--- src/rtl/crc32_pkg.sv ---
package crc32_pkg;

    localparam int CRC_W = 32;
    localparam logic [CRC_W-1:0] CRC_POLY   = 32'h04C11DB7;
    localparam logic [CRC_W-1:0] CRC_PRESET = 32'hFFFFFFFF;

    // Frame phase of the generator
    typedef enum logic [0:0] {
        PH_FRESH = 1'b0,
        PH_ACCUM = 1'b1
    } crc_phase_e;

endpackage

--- src/rtl/crc32_bit_step.sv ---
// One Galois shift of the non-reflected CRC register.
module crc32_bit_step
    import crc32_pkg::*;
#(
    parameter int W = CRC_W,
    parameter logic [W-1:0] POLY = CRC_POLY
) (
    input  logic [W-1:0] s_in,
    input  logic         d_in,
    output logic [W-1:0] s_out
);
    logic fb;

    always_comb begin
        fb    = s_in[W-1] ^ d_in;
        s_out = {s_in[W-2:0], 1'b0} ^ ({W{fb}} & POLY);
    end
endmodule

--- src/rtl/crc32_word_step.sv ---
// Unrolled next-state function: DATA_W shifts in a row, bit 0 first.
module crc32_word_step
    import crc32_pkg::*;
#(
    parameter int DATA_W = 64,
    parameter int W = CRC_W,
    parameter logic [W-1:0] POLY = CRC_POLY
) (
    input  logic [W-1:0]      seed,
    input  logic [DATA_W-1:0] word,
    output logic [W-1:0]      next
);
    localparam int STAGES = DATA_W;

    logic [W-1:0] chain [STAGES+1];

    assign chain[0] = seed;

    for (genvar g = 0; g < STAGES; g++) begin : g_stage
        crc32_bit_step #(
            .W    (W),
            .POLY (POLY)
        ) u_step (
            .s_in  (chain[g]),
            .d_in  (word[g]),
            .s_out (chain[g+1])
        );
    end

    assign next = chain[STAGES];
endmodule

--- src/rtl/crc32_out_map.sv ---
// Finished value: bit-reverse the register and invert it.
module crc32_out_map #(
    parameter int W = 32
) (
    input  logic [W-1:0] raw,
    output logic [W-1:0] fcs
);
    for (genvar i = 0; i < W; i++) begin : g_bit
        assign fcs[i] = ~raw[W-1-i];
    end
endmodule

--- src/rtl/crc32_par_gen.sv ---
module crc32_par_gen
    import crc32_pkg::*;
#(
    parameter int DATA_W = 64
) (
    input  logic              clk,
    input  logic              rst,
    input  logic              sof,
    input  logic              valid,
    input  logic [DATA_W-1:0] data,
    output logic [CRC_W-1:0]  crc_state,
    output logic [CRC_W-1:0]  crc_out
);
    crc_phase_e       ph_q, ph_d;
    logic [CRC_W-1:0] crc_q;
    logic [CRC_W-1:0] seed;
    logic [CRC_W-1:0] crc_nxt;
    logic [CRC_W-1:0] crc_d;

    // State register
    always_ff @(posedge clk) begin
        if (rst) begin
            ph_q  <= PH_FRESH;
            crc_q <= CRC_PRESET;
        end else begin
            ph_q  <= ph_d;
            crc_q <= crc_d;
        end
    end

    // Phase transitions
    always_comb begin
        ph_d = ph_q;
        unique case (ph_q)
            PH_FRESH: if (valid)        ph_d = PH_ACCUM;
            PH_ACCUM: if (sof && !valid) ph_d = PH_FRESH;
        endcase
    end

    // Datapath: seed select and register load
    always_comb begin
        seed  = sof ? CRC_PRESET : crc_q;
        crc_d = crc_q;
        if (valid)    crc_d = crc_nxt;
        else if (sof) crc_d = CRC_PRESET;
    end

    crc32_word_step #(
        .DATA_W (DATA_W),
        .W      (CRC_W),
        .POLY   (CRC_POLY)
    ) u_word (
        .seed (seed),
        .word (data),
        .next (crc_nxt)
    );

    crc32_out_map #(
        .W (CRC_W)
    ) u_map (
        .raw (crc_q),
        .fcs (crc_out)
    );

    assign crc_state = crc_q;
endmodule

--- config.mk ---
export PLATFORM = sky130hd
export DESIGN_NAME = crc32_par_gen
export DESIGN_NICKNAME = d
export VERILOG_FILES = /design/src/rtl/crc32_pkg.sv /design/src/rtl/crc32_bit_step.sv /design/src/rtl/crc32_word_step.sv /design/src/rtl/crc32_out_map.sv /design/src/rtl/crc32_par_gen.sv
export SDC_FILE = /design/constraint.sdc
export NUM_CORES = 1
export LEC_CHECK = 0
export BUFFER_PORTS_ARGS = -buffer_cell sky130_fd_sc_hd__buf_2
export CORE_ASPECT_RATIO = 1.5
export CORE_MARGIN = 2
export CORE_UTILIZATION = 35
export CTS_CLUSTER_DIAMETER = 60
export DETAILED_ROUTE_END_ITERATION = 8
export GPL_TIMING_DRIVEN = 0
export PLACE_DENSITY = 0.59
export SYNTH_ARGS = -nofsm -noshare
export SYNTH_HDL_FRONTEND = slang
export SYNTH_HIERARCHICAL = 1
export SYNTH_SLANG_ARGS = --single-unit
--- constraint.sdc ---
create_clock -name clk -period 15.5 [get_ports clk]
set_input_delay 0 -clock clk [delete_from_list [all_inputs] [get_ports clk]]
set_output_delay 0 -clock clk [all_outputs]
set_load 0.01 [all_outputs]
### After elaboration in Yosys (flattened, before gate mapping)

Cells that the tools add are included.

* muxes and demuxes: 2
* bitwise operators: 160

Operators by type and width (number)
* 32-bit by 27-bit XOR with 32-bit output: 64
* 32-bit two-way mux: 2
* 1-bit XOR: 64
* 1-bit inverter: 32

* flip-flop bits (word level): 32

### Longest topological paths before layout

Gate-level depths: netlist of the first run.

* depth after elaboration: 130
* gate-level depth with buffers: 84
* gate-level depth less buffers: 33

### Cells and area by module

Netlist of the first run, hierarchy kept.

Modules (own cells, without submodules)
* crc32_bit_step: instances 64, sequential area each 0.0 sq um, area an instance 509.2 sq um, cells an instance 36
* crc32_par_gen: instances 1, sequential area each 640.6 sq um, area an instance 1477.7 sq um, cells an instance 174
* crc32_out_map: instances 1, sequential area each 0.0 sq um, area an instance 120.1 sq um, cells an instance 32

### Least setup slack after synthesis of the first run

OpenSTA, ideal clock, no wires.

* kind: register to register
* start: register crc_q[31], in the netlist crc_state[31]
* end: register crc_q[3], in the netlist crc_state[3]
* stages on the path, launching flop included: 84
* slack: 1.109 ns
* data required time: 15.380 ns
* arrival time: 14.272 ns
* path through: dfxtp_1 nor2_1 inv_1 buf_6 buf_6 xor3_1 xor3_4 buf_4 buf_4 xor3_4 buf_4 buf_4 buf_4 buf_4 buf_4 buf_6 buf_6 xor3_1 (+48 left out) xor3_4 buf_4 buf_4 xor3_4 buf_4 buf_4 buf_4 buf_4 buf_4 buf_6 buf_6 xor2_1 buf_4 xor3_4 xor3_4 buf_4 nor3b_2 a21oi_2

RTL lines
* start, declared: RTL line crc32_par_gen.sv:15 `logic [CRC_W-1:0] crc_q;`
* start signal, assigned: RTL line crc32_par_gen.sv:27 `crc_q <= crc_d;`

==> results.md, run 1 <==
* Status: completed
* Post-Place Cells at 3,918
* Post-synthesis sequential area ratio at 1.87%
* Root Driver: clkbuf_16
* Hold_ws at 55.8 ps
* Sink Count at 32
* Largest register FFs at 32
* Max-capacitance violation count at 0
* Syn. warnings at 6
* Fin crit period at 14,990 ps
* Final WS setup at 505 ps
* Reg clk slew, reported paths at 50 ps
* Critical path data required time at 15,660 ps
* Setup tns final at 0 ps
* Post-place setup slack at -3.84 ps
* Actual slew at the worst max-slew pin at 371 ps
* IO Count at 132
* Die extent in y at 387 µm
* Pins over their slew limit at 0
* Largest net degree at the start of global routing at 11
* Num rows at 140
* Port bufs at 130
* Period utilisation layout at 96.7%
* Cell area after synthesis at 34,200 µm²
* Core box area at 97,000 µm²
* Syn_nets at 2,578
* Hold Vio Cnt, Final at 0
* Skew-Pair Late Insertion Delay at 270 ps
* CP Data Arrival Time at 15,150 ps
* CTS tree: done
* Final nets at 2,716
* Diodes inserted at 0
* Total vias in the final route at 13,849
* First-pass GRT wire length at 86,100 µm
* Post-Route WL at 56,300 µm
* RSZ-0062 raised after global routing: false
* Slowest-stage cell, CP: xor3_4
* Clock Skew at 4.40 ps
* Gr usage total at 11.2%
* Vias in the first global route at 15,041
* Syn Area/Cell at 13.6 µm²
* Synth unique cells at 14
* DRT antenna net count at 0
* DRC viols at 0
* Vias per cell at 3.53
* Synth-to-layout area growth at 7.17%
* Starting Density at 35.2%
* Max-slew headroom at 75.2%
* Cell count of the worst hold path at 3
* Crit Path Class: register to register
* Initial antenna violation count at 6
* GPL Wtd Cong at 0.769
* Cell mode on critical path: buf_4
* CP endpoint kind: register
* Die W at 259 µm
* #FFs+latches synth at 32
* Filler cells at 9,343
* HP Class: primary input to register
* H-tree depth at 2
* DP HPWL at 50,200 µm
* Share of cells above drive strength 1 at 69.8%
* CP Max Fanout at 10
* Worst path max stage delay at 430 ps
* Die ar. at 100,000 µm²
* Syn Inst Count at 2,510
* 1st-iter DRT viols at 287
* GRT overflow at 0
* FF-to-FF path depth at 82
* Routed WL per cell at 14.3 µm
* Clock buffer count from CTS at 5
* Fmax at 66.7 MHz
* Post-Layout Cell Count at 3,926
* Final setup fails at 0
* Crit start category: register
* Max Root-Sink Buffers at 2
* Number of iterations in the first detailed-routing pass at 4
==> critical path, delay by kind of cell (launching register included) <==
kind,cells,cell delay (ps)
buffers and inverters,58,7430
flip-flops,1,340
AND/OR/NAND/NOR,2,330
AO/OA/AOI/OAI,1,40
XOR/XNOR,21,6650
==> metal layers <==
| layer | GRT usage [%] | routed length, µm | up-vias |
|---|---|---|---|
| li1 | - | - | 7244 |
| met5 | 0 | 62 | - |
| met4 | 0.815 | 239 | 10 |
| met3 | 0.517 | 835 | 18 |
| met1 | 11.7 | 21000 | 6491 |
| met2 | 24.3 | 34200 | 86 |
==> per-stage QoR <==
| step | util (%) | area, µm² |
|---|---|---|
| after floorplan | - | 34200 |
| after global routing | 37.8 | 36600 |
| after global placement | 37.5 | 36400 |
| after detailed placement | 37.5 | 36400 |
| after CTS | 37.7 | 36600 |
| final | 37.8 | 36600 |
==> synthesized netlist by cell type (all sizes together) <==
cell / count / area [µm²]
a21oi: 32 / 168
buf: 1421 / 11400
dfxtp: 32 / 641
inv: 64 / 240
nor2: 33 / 131
nor3b: 32 / 310
xor2: 64 / 561
xor3: 832 / 20700
==> path summary, 6_finish.rpt <==
kind	startpoint	end	slack, ps
hold reg to reg	crc_state[31]	crc_state[31]	550
hold / removal	sof	crc_state[31]	60
setup / recovery	crc_state[31]	crc_state[4]	510
setup reg to reg	crc_state[31]	crc_state[4]	510
==> kinds of logic after synthesis <==
| family | synth area share [%] |
|---|---|
| XOR/XNOR | 62.3 |
| buffers and inverters | 34.0 |
| flip-flops | 1.87 |
| AND/OR/NAND/NOR | 1.29 |
| AO/OA/AOI/OAI | 0.490 |
==> layout by cell type (no fill, tap or decap) <==
cell type,instances
buf_4,1219
xor3_1,570
xor3_4,256
buf_6,198
buf_2,135
inv_1,64
xor2_1,63
dfxtp_1,32
a21oi_1,30
nor2_1,28
nor3b_2,19
nor3b_1,12
xor3_2,6
clkbuf_16,5
nor2_2,4
a21oi_2,2
nor2_4,1
nor3b_4,1
clkbuf_1,1
clkinv_2,1
xor2_2,1
==> layout make-up <==
class / instances / area [µm²] / area share, %
inverter: 64 / 240 / 0.656
sequential: 32 / 641 / 1.75
clock buffer: 6 / 129 / 0.352
clock inverter: 1 / 5.00 / 0.0137
tap: 1278 / 1600 / 4.36
timing repair buffer: 131 / 658 / 1.80
buffer: 1421 / 11400 / 31.1
multi-input combinational: 993 / 22000 / 60.0
==> what timing repair did <==
| item | 4_1_cts | 5_1_grt |
|---|---|---|
| hold buffers | 0 | 0 |
| gates resized for setup | 2 | 16 |
| pin swaps | 0 | 14 |
| endpoints found under the setup margin | 1 | 22 |
| setup buffers | 0 | 1 |
Power of run 1 is left out: the tool's default activity adds up to more than one toggle a clock period on the data nets, which glitch-free logic cannot reach.
==> inputs of run 2 (changes only) <==
MAX_ROUTING_LAYER = met4   (was unset)
==> run 2 against run 1 <==
Sequential share of layout area about the same; critical path type unchanged; global-route usage up 0.33 points; utilization about the same; largest cell class unchanged; fmax about the same; worst hold slack better by 2.5 ps; critical path depth unchanged; worst setup slack about the same; via count down 0.19%; register-to-register slack about the same.
==> results.md, run 2 (same netlist as run 1, synthesis figures left out) <==
* Port bufs at 130
* GRT overflow at 0
* WL met1 at 21,000 µm
* Num rows at 140
* Actual slew at the worst max-slew pin at 383 ps
* H-tree depth at 2
* RSZ-0062 raised after global routing: false
* Final setup fails at 0
* Reg-to-Reg End: crc_state[4]
* First-pass GRT wire length at 86,100 µm
* CP startpoint: crc_state[31]
* Top sig layer: met4
* 1st-iter DRT viols at 263
* DRT antenna net count at 0
* Met2 wire length at 34,200 µm
* Met3 Routed Length at 818 µm
* Gr usage total at 11.5%
* DRC viols at 0
* Sink Count at 32
* Reg2reg start: crc_state[31]
* Status: completed
* Crit Path Class: register to register
* Slowest-stage cell, CP: xor3_4
* Critical path data required time at 15,660 ps
* Max-slew headroom at 74.4%
* Core box area at 97,000 µm²
* GPL Wtd Cong at 0.780
* Clock buffer count from CTS at 5
* Setup tns final at 0 ps
* Max-capacitance violation count at 0
* Flop2flop setup slack at 510 ps
* Die extent in y at 387 µm
* CP endpoint kind: register
* Die W at 259 µm
* Period utilisation layout at 96.7%
* Hold Vio Cnt, Final at 0
* Starting Density at 35.2%
* Fin crit period at 14,990 ps
* Worst Setup EP: crc_state[4]
* Post-Route WL at 56,300 µm
* Final nets at 2,716
* Leading cell types in the layout, fill and taps excluded: buf_4 (1,219), xor3_1 (570), xor3_4 (256), buf_6 (198), buf_2 (135)
* Reg clk slew, reported paths at 50 ps
* Die ar. at 100,000 µm²
* HP Class: primary input to register
* Clock Skew at 5.02 ps
* Total vias in the final route at 13,823
* Root Driver: clkbuf_16
* Crit start category: register
* Synth-to-layout area growth at 7.21%
* Commonest non-fill, non-tap cell in the layout: buf_4
* Number of iterations in the first detailed-routing pass at 4
* Skew-Pair Late Insertion Delay at 270 ps
* Max Root-Sink Buffers at 2
* DP HPWL at 50,200 µm
* Vias per cell at 3.52
* Largest register FFs at 32
* Largest net degree at the start of global routing at 11
* Worst path max stage delay at 430 ps
* Initial antenna violation count at 6
* Hold buffers post-CTS at 0
* Vias in the first global route at 15,019
* CTS tree: done
* Fmax at 66.7 MHz
* Pins over their slew limit at 0
* Cell mode on critical path: buf_4
* CP Data Arrival Time at 15,150 ps
* IO Count at 132
* Routed WL per cell at 14.3 µm
* FF-to-FF path depth at 82
* Share of cells above drive strength 1 at 69.8%
* CP Max Fanout at 10
-- run 2: cell count changes in the layout (fill, tap and decap cells not counted) --
cell | before | now
diode_2 | 0 | 5
-- run 2: routing by layer --
metal	GRT usage, %	vias up
met2	24.3	87
met5	-	-
met4	0.815	0
met1	11.8	6476
met3	0.471	8
li1	-	7252
-- run 2: worst min-delay path by stage --
stage / endpoint / cells past startpoint / slack [ps] / start
after floorplan: crc_state[29] / 2 / 170 / sof
after global placement: crc_state[31] / 3 / 340 / sof
after detailed placement: crc_state[31] / 3 / 340 / sof
after CTS: crc_state[31] / 3 / 60 / sof
after global routing: crc_state[31] / 3 / 80 / sof
final: crc_state[31] / 3 / 60 / sof
-- run 2: timing repair --
action	4_1_cts	5_1_grt
gates resized for setup	2	16
pin swaps	0	14
setup buffers	0	1
setup endpoints to repair	1	22
gates cloned	0	0
-- run 2: through the flow --
step	instance area [µm²]	setup WS (ps)	instances	util (%)	hold WS, ps
after floorplan	34200	1110	2510	-	166
after global placement	36400	22.3	3918	37.5	337
after detailed placement	36400	-3.84	3918	37.5	338
after CTS	36600	20.4	3925	37.7	56.8
after global routing	36700	1.93	3931	37.8	79.9
final	36700	506	3931	37.8	58.3
-- run 2: worst max-delay path, delay by kind of cell, from the launching register on --
family / cells / cell delay, ps
flops: 1 / 330
compound gates: 1 / 40
simple gates: 2 / 330
buf+inv: 58 / 7430
xor+xnor: 21 / 6660
-- run 2: layout make-up --
class                      count  area, µm²
antenna                        5       12.5
multi-input combinational    993      22000
inverter                      64        240
fill                        9344      60400
buffer                      1421      11400
tap                         1278       1600
timing repair buffer         131        658
clock inverter                 1       5.00
sequential                    32        641
clock buffer                   6        129
Power of run 2 is left out for the same reason.
==> inputs of run 3 (changes only) <==
CTS_CLUSTER_SIZE = 20   (was unset)
PLACE_DENSITY = 0.61   (was 0.59)
clock period = 13.4 ns   (was 15.5 ns; I/O delays follow)
==> run 3 against run 2 <==
Critical path depth decreased by 20; register-to-register slack got worse by 400 ps; routed wire length rose by 8.2%; worst hold slack worse by 5.6 ps; critical endpoint is now crc_state[18]; largest cell class unchanged.
==> results.md, run 3 (same netlist as run 1, synthesis figures left out) <==
* Initial antenna violation count at 9
* Max Root-Sink Buffers at 2
* Fin crit period at 13,290 ps
* Routed WL per cell at 16.6 µm
* Port bufs at 130
* Worst path max stage delay at 470 ps
* Post-Route WL at 60,900 µm
* DP HPWL at 50,800 µm
* Pins over their slew limit at 0
* Clock Skew at 9.48 ps
* Flop2flop setup slack at 110 ps
* Vias per cell at 3.62
* DRT antenna net count at 0
* Die ar. at 100,000 µm²
* Final WS setup at 109 ps
* Gr usage total at 12.4%
* Leading cell types in the layout, fill and taps excluded: buf_4 (889), xor3_1 (546), xor3_4 (256), buf_6 (160), buf_2 (136)
* H-tree depth at 2
* Hold Vio Cnt, Final at 0
* First-pass GRT wire length at 91,300 µm
* GPL Wtd Cong at 0.799
* Crit Path Class: register to register
* Clock buffer count from CTS at 5
* Share of cells above drive strength 1 at 69.2%
* Reg2reg start: crc_state[30]
* Number of iterations in the first detailed-routing pass at 6
* RSZ-0062 raised after global routing: true
* Starting Density at 35.2%
* CP endpoint kind: register
* Slowest-stage cell, CP: xor3_4
* Total vias in the final route at 13,300
* 1st-iter DRT viols at 309
* CP Data Arrival Time at 13,460 ps
* IO Count at 132
* Final nets at 2,454
* CTS tree: done
* Cell count of the worst hold path at 3
* Largest net degree at the start of global routing at 11
* Crit start category: register
* HP Start: rst
* Reg-to-Reg End: crc_state[18]
* Status: completed
* FF-to-FF path depth at 62
* Final setup fails at 0
* Actual slew at the worst max-slew pin at 403 ps
* Die extent in y at 387 µm
* Max-slew headroom at 73.1%
* Largest register FFs at 32
* Synth-to-layout area growth at 5.32%
* Post-place setup slack at -1250 ps
* Vias in the first global route at 14,718
* Fmax at 75.2 MHz
* Reg clk slew, reported paths at 60 ps
* WHS Endpoint: crc_state[31]
* Sink Count at 32
* DRC viols at 0
* Commonest non-fill, non-tap cell in the layout: buf_4
* Core box area at 97,000 µm²
* Cell mode on critical path: buf_4
* Max-capacitance violation count at 0
* Num rows at 140
* GRT overflow at 0
* CP Max Fanout at 9
* HP Class: primary input to register
* Period utilisation layout at 99.2%
* Root Driver: clkbuf_16
* Skew-Pair Late Insertion Delay at 280 ps
* Die W at 259 µm
* Setup tns final at 0 ps
* Critical path data required time at 13,570 ps
==> run 3: cell count changes in the layout (fill, tap and decap cells not counted), moves of 9 or more <==
cell / previous run / this run
buf_12: 0 / 78
nor2_1: 28 / 18
nor3b_1: 12 / 3
buf_4: 1219 / 889
buf_8: 0 / 26
xor3_1: 570 / 546
xor3_2: 6 / 30
buf_6: 198 / 160
dfxtp_1: 32 / 20
==> run 3: final cells by class <==
type | instances | area [µm²]
fillers | 9233 | 61000
multi-input cells | 993 | 22200
plain buffers | 972 | 8640
repair buffers | 318 | 2500
well taps | 1278 | 1600
flip-flops and latches | 32 | 666
inverters | 64 | 240
clock buffers | 7 | 153
clock inverters | 1 | 30.0
diodes | 9 | 22.5
==> run 3: how the worst max path moves through the flow <==
| stage | start | to | slack [ps] | depth (start not counted) |
|---|---|---|---|---|
| 6_report | crc_state[30] | crc_state[18] | 110 | 62 |
| 5_1_grt | crc_state[30] | crc_state[18] | -270 | 62 |
| 3_3_place_gp | sof | crc_state[8] | -1260 | 83 |
| 4_1_cts | crc_state[31] | crc_state[9] | -600 | 75 |
| 3_5_place_dp | sof | crc_state[8] | -1250 | 83 |
| 2_1_floorplan | crc_state[31] | crc_state[8] | -400 | 80 |
==> run 3: repair_timing <==
action	in CTS	in global routing
resized for setup	183	83
gates cloned	1	0
setup buffers	121	66
hold buffers	0	0
hold endpoints to repair	0	0
pin swaps	159	167
setup endpoints to repair	32	32
==> run 3: metrics by stage <==
stage / hold WS [ps] / utilization (%) / area [µm²] / instances
floorplan: 149 / - / 34700 / 2510
global placement: 338 / 38.1 / 36900 / 3918
detailed placement: 343 / 38.1 / 36900 / 3918
CTS: 63.2 / 37.5 / 36400 / 3747
global route: 73.9 / 37.1 / 36000 / 3672
finish: 52.7 / 37.1 / 36000 / 3674
==> run 3: routing by layer <==
| layer | global-route usage (%) | share of wire (%) | up-vias | wire (µm) |
|---|---|---|---|---|
| met5 | - | 0 | - | 0 |
| met4 | 0.972 | 0.95 | 0 | 581 |
| met3 | 0.916 | 2.0 | 21 | 1190 |
| met2 | 26.7 | 62 | 105 | 37800 |
| met1 | 12.0 | 35 | 6449 | 21400 |
| li1 | - | - | 6725 | - |
==> run 3: critical path, delay by kind of cell (launching register included) <==
kind,cells,cell delay [ps]
and+or+nand+nor,2,290
buffers and inverters,33,4180
AOI/OAI and AO/OA,1,50
DFF,1,340
xor gates and xnor gates,26,8280
Power of run 3 is left out for the same reason.
